===== src/rtl/va_region_pkg.sv =====
package va_region_pkg;

    localparam int VA_W = 32;
    localparam int PA_W = 29;

    localparam logic [VA_W-1:0] PA_MASK = VA_W'((64'd1 << PA_W) - 64'd1);

    typedef enum logic [2:0] {
        RGN_USER   = 3'd0,
        RGN_DIRECT = 3'd1,
        RGN_KVIRT  = 3'd2,
        RGN_SQ     = 3'd3,
        RGN_HOLE   = 3'd4,
        RGN_CTRL   = 3'd5
    } region_e;

    typedef enum logic [1:0] {
        FLT_NONE  = 2'd0,
        FLT_USER  = 2'd1,
        FLT_FETCH = 2'd2,
        FLT_HOLE  = 2'd3
    } fault_e;

    typedef struct packed {
        logic priv;
        logic xlat_en;
        logic ifetch;
        logic probe;
    } access_ctl_t;

    typedef struct packed {
        region_e          region;
        logic             xlat_req;
        logic [VA_W-1:0]  pa;
        logic             grant;
        fault_e           cause;
    } outcome_t;

    localparam outcome_t OUTCOME_IDLE = '{
        region:   RGN_USER,
        xlat_req: 1'b0,
        pa:       '0,
        grant:    1'b0,
        cause:    FLT_NONE
    };

    function automatic logic is_translatable(region_e r);
        return (r == RGN_USER) || (r == RGN_KVIRT);
    endfunction

    function automatic logic [VA_W-1:0] fold_direct(logic [VA_W-1:0] va);
        return va & PA_MASK;
    endfunction

endpackage


===== src/rtl/va_region_classify.sv =====
module va_region_classify
    import va_region_pkg::*;
(
    input  logic [VA_W-1:0] va_i,
    output region_e         region_o
);
    // Region boundaries sit on power-of-two prefixes of the top address bits.
    localparam int TOP = VA_W - 1;

    logic [5:0] prefix;
    assign prefix = va_i[TOP -: 6];

    always_comb begin
        if (!prefix[5])                     region_o = RGN_USER;
        else if (prefix[5:4] == 2'b10)      region_o = RGN_DIRECT;
        else if (prefix[5:3] == 3'b110)     region_o = RGN_KVIRT;
        else if (prefix == 6'b111000)       region_o = RGN_SQ;
        else if (prefix[5:2] == 4'b1111)    region_o = RGN_CTRL;
        else                                region_o = RGN_HOLE;
    end

endmodule


===== src/rtl/va_region_policy.sv =====
module va_region_policy
    import va_region_pkg::*;
(
    input  logic [VA_W-1:0] va_i,
    input  region_e         region_i,
    input  access_ctl_t     ctl_i,
    output outcome_t        out_o
);
    always_comb begin
        out_o        = OUTCOME_IDLE;
        out_o.region = region_i;

        if (is_translatable(region_i)) begin
            if (ctl_i.xlat_en) begin
                out_o.xlat_req = 1'b1;
            end else begin
                out_o.pa    = fold_direct(va_i);
                out_o.grant = 1'b1;
            end
        end else if (region_i == RGN_SQ) begin
            out_o.pa    = va_i;
            out_o.grant = 1'b1;
        end else if (!ctl_i.priv) begin
            if (!ctl_i.probe)
                out_o.cause = FLT_USER;
        end else begin
            unique case (region_i)
                RGN_DIRECT: begin
                    out_o.pa    = fold_direct(va_i);
                    out_o.grant = 1'b1;
                end
                RGN_CTRL: begin
                    if (ctl_i.ifetch) begin
                        out_o.cause = FLT_FETCH;
                    end else begin
                        out_o.pa    = va_i;
                        out_o.grant = 1'b1;
                    end
                end
                default: begin
                    if (ctl_i.ifetch)
                        out_o.cause = FLT_FETCH;
                    else if (!ctl_i.probe)
                        out_o.cause = FLT_HOLE;
                end
            endcase
        end
    end

endmodule


===== src/rtl/va_region_stage.sv =====
module va_region_stage
    import va_region_pkg::*;
(
    input  logic     clk,
    input  logic     rst,
    input  outcome_t d_i,
    output outcome_t q_o
);
    always_ff @(posedge clk) begin
        if (rst) q_o <= OUTCOME_IDLE;
        else     q_o <= d_i;
    end

endmodule


===== src/rtl/va_region_decoder.sv =====
module va_region_decoder
    import va_region_pkg::*;
(
    input  logic        clk,
    input  logic        rst,
    input  logic [31:0] va_i,
    input  logic        priv_i,
    input  logic        xlat_en_i,
    input  logic        ifetch_i,
    input  logic        probe_i,
    output logic [2:0]  region_o,
    output logic        xlat_req_o,
    output logic [31:0] pa_o,
    output logic        grant_o,
    output logic        fault_o,
    output logic [1:0]  fault_cause_o
);
    region_e     region_c;
    access_ctl_t ctl_c;
    outcome_t    outcome_c;
    outcome_t    outcome_q;

    assign ctl_c = '{priv: priv_i, xlat_en: xlat_en_i, ifetch: ifetch_i, probe: probe_i};

    va_region_classify u_classify (
        .va_i     (va_i),
        .region_o (region_c)
    );

    va_region_policy u_policy (
        .va_i     (va_i),
        .region_i (region_c),
        .ctl_i    (ctl_c),
        .out_o    (outcome_c)
    );

    va_region_stage u_stage (
        .clk (clk),
        .rst (rst),
        .d_i (outcome_c),
        .q_o (outcome_q)
    );

    assign region_o      = outcome_q.region;
    assign xlat_req_o    = outcome_q.xlat_req;
    assign pa_o          = outcome_q.pa;
    assign grant_o       = outcome_q.grant;
    assign fault_cause_o = outcome_q.cause;
    assign fault_o       = (outcome_q.cause != FLT_NONE);

endmodule


===== config.mk =====
export PLATFORM = sky130hd
export DESIGN_NAME = va_region_decoder
export DESIGN_NICKNAME = d
export VERILOG_FILES = /design/src/rtl/va_region_pkg.sv /design/src/rtl/va_region_classify.sv /design/src/rtl/va_region_policy.sv /design/src/rtl/va_region_stage.sv /design/src/rtl/va_region_decoder.sv
export SDC_FILE = /design/constraint.sdc
export NUM_CORES = 1
export LEC_CHECK = 0
export ABC_AREA = 1
export CORE_ASPECT_RATIO = 2
export CORE_UTILIZATION = 39
export CTS_BUF_LIST = sky130_fd_sc_hd__clkbuf_8
export DETAILED_ROUTE_END_ITERATION = 10
export PLACE_DENSITY_LB_ADDON = 0.05
export REMOVE_ABC_BUFFERS = 1
export SKIP_LAST_GASP = 1
export SLEW_MARGIN = 10
export SYNTH_ARGS = -nofsm -noshare
export SYNTH_HDL_FRONTEND = slang
export SYNTH_SLANG_ARGS = --single-unit

===== constraint.sdc =====
create_clock -name clk -period 1.25 [get_ports clk]
set_input_delay 0.25 -clock clk [delete_from_list [all_inputs] [get_ports clk]]
set_output_delay 0.25 -clock clk [all_outputs]
set_load 0.01 [all_outputs]

==> flow_metrics.py <==
metrics = {
    "logic_synthesis": {
        "syn_inst": 143,
        "yosysTopAreaCellShare": 0.5799,
        "synthTopCellsByArea": "dfxtp_1 58%, nor2_2 12%, inv_1 10%",
        "ys_warn_count": 0,
        "netlist-cell-type-count": 19,
        "mappedNetlistArea_um2": 1346,
        "ys_ff_latch": 39,
        "yosysSeqAreaShare": 0.5799,
        "avgSynthCellArea_um2": 9.415,
        "yosysTopAreaCell": "dfxtp_1",
    },
    "cells_and_area": {
        "reg_top3": "u_stage.q_o (39)",
        "area_growth_pct": 73.61,
        "max_flop_register": "u_stage.q_o",
        "final_common_cell": "dlygate4sd2_1",
        "drive_gt1_frac": 0.2697,
        "finish.net_count": 278,
        "diodes": 0,
        "final_cell_mix": "43 x dlygate4sd2_1, 38 x dfxtp_1, 36 x inv_1",
        "largest_reg_flops": 39,
    },
    "timing": {
        "slew_headroom": 0.8353,
        "setup_viol": 0,
        "rsz0062_at_grt": "yes",
        "slew_viol_final": 0,
        "fmax_ghz": 0.8239,
        "final.setup.tns_ps": 0,
        "finalHoldViolCount": 0,
        "worst_slew_pin_slew_ps": 247.0,
        "period_share": 0.9709,
        "fin_crit_ps": 1214,
        "holdWs_ps": 349.8,
    },
    "floorplan": {
        "fp.dieH_um": 85.09,
        "start_util": 0.4169,
        "fp.coreArea_um2": 3229,
        "pin_count": 78,
        "rows": 29,
        "die_x_um": 43.55,
        "die_area_um2": 3705,
    },
    "pwr": {
        "worst_ir_drop_vdd_mv": 1.147,
        "p_per_area_nw_per_um2": 1088,
        "leakagePower_nw": 1.259,
    },
    "clock_network": {
        "clk_path_buf_depth": 2,
        "cts_inserted_buffers": 5,
        "cts.clk_slew.worst_paths_ps": 70,
        "cts_tree": "built",
        "cts_num_sinks": 39,
        "htree_num_levels": 2,
        "root_buffer": "clkbuf_8",
    },
    "routing": {
        "vias_per_cell": 4.438,
        "firstDrtPassIters": 7,
        "dr.first_iter.drc_count": 22,
        "drt-total-wl_um": 3280,
        "antenna_left": 0,
        "wl_per_cell_um": 12.06,
        "num_vias": 1207,
        "drc": 14,
    },
    "placed_design": {
        "dp_hpwl_um": 2558,
        "finalWeightedCongestion": 0.7014,
        "port_buffers": 77,
    },
    "critical_path": {
        "critPathMaxFanout": 2,
        "arrival_ps": 960,
        "criticalPathCategory": "flop to output port",
        "required_ps": 1000,
        "worstSetupStartpointType": "flop",
        "cp-end-kind": "output port",
    },
    "global_route": {
        "use_met2": 0.4071,
        "top_usage_layer": "met2",
        "use_met3": 0.04468,
        "grt_pass1_vias": 1284,
        "grt_max_degree": 18,
        "grt_pass1_wl_um": 5451,
        "antenna_found_initial": 0,
        "grt_use_total": 0.2003,
        "met1_usage": 0.1574,
        "grt_overflow": 0,
    },
    "outcome": {
        "status": "finished, violations left",
        "violations": "design-rule violations",
    },
    "min_path": {
        "hold_class": "primary input to flop",
    },
    "job": {
        "cap_violations": 0,
    },
}
cells in the mapped netlist:
cell type,n
dfxtp_1,39
nand3_1,1
nand2_2,1
inv_1,37
nand2_1,8
nand4_1,1
a31oi_1,1
o21ai_1,1
nand3_2,2
o21ai_0,3
a21oi_1,2
nor3_1,1
or2_2,1
nand3_4,1
nor2_4,4
nor2_1,8
a21boi_0,3
buf_6,3
nor2_2,26
worst max-delay path, cell delays in order, from the launching register on:
cell	delay (ps)
dfxtp_2	320
or2_4	240
buf_6	120
final timing paths:
check           start             end  depth (start not counted)  slack [ps]
max    u_stage.q_o[1]         fault_o                          2          40
min            priv_i  u_stage.q_o[1]                          4         350
through the flow:
| stage | instance area, um^2 | utilization | worst slack, ps | std cells | power (mW) |
|---|---|---|---|---|---|
| after global routing | 2337 | 0.7238 | -4.200 | 272 | 2.671 |
| after detailed placement | 2232 | 0.6912 | -434.3 | 261 | 1.792 |
| after global placement | 2232 | 0.6912 | -394.2 | 261 | 1.783 |
| final | 2337 | 0.7238 | 36.32 | 272 | 2.543 |
| after floorplan | 1313 | - | -153.2 | 140 | 1.495 |
| after CTS | 2291 | 0.7094 | -139.1 | 270 | 2.554 |
cell families after synthesis:
| family | after synthesis | share of synthesized area |
|---|---|---|
| AND/OR/NAND/NOR | 54 | 0.2481 |
| buffers and inverters | 40 | 0.1282 |
| flip-flops | 39 | 0.5799 |
| AO/OA/AOI/OAI | 10 | 0.04368 |
cell type report:
| class | count | area (um^2) |
|---|---|---|
| sequential | 39 | 782.0 |
| fill | 275 | 892.1 |
| inverter | 37 | 138.9 |
| timing repair buffer | 93 | 884.6 |
| clock inverter | 3 | 15.01 |
| tap | 31 | 38.79 |
| clock buffer | 5 | 68.82 |
| multi-input combinational | 64 | 409.1 |
where the power goes:
part / internal [mW] / total (mW) / switching [mW]
Combinational: 0.244 / 0.434 / 0.190
Sequential: 1.30 / 1.31 / 0.0134
Clock: 0.381 / 0.797 / 0.416
metal layers:
metal,vias to the layer above,routed length (um),part of all wire
met5,-,0,0
met4,0,97,0.030
met3,11,187,0.057
met2,48,2064,0.63
met1,545,930,0.28
li1,603,-,-
timing repair:
item                       in CTS  in global routing
resized for setup              51                  9
gates cloned                    0                  1
setup endpoints to repair      69                 19
pin swaps                       0                  2
setup buffers                   1                  1
hold buffers                    0                  0
No activity file was read; power rests on OpenSTA's default activity.
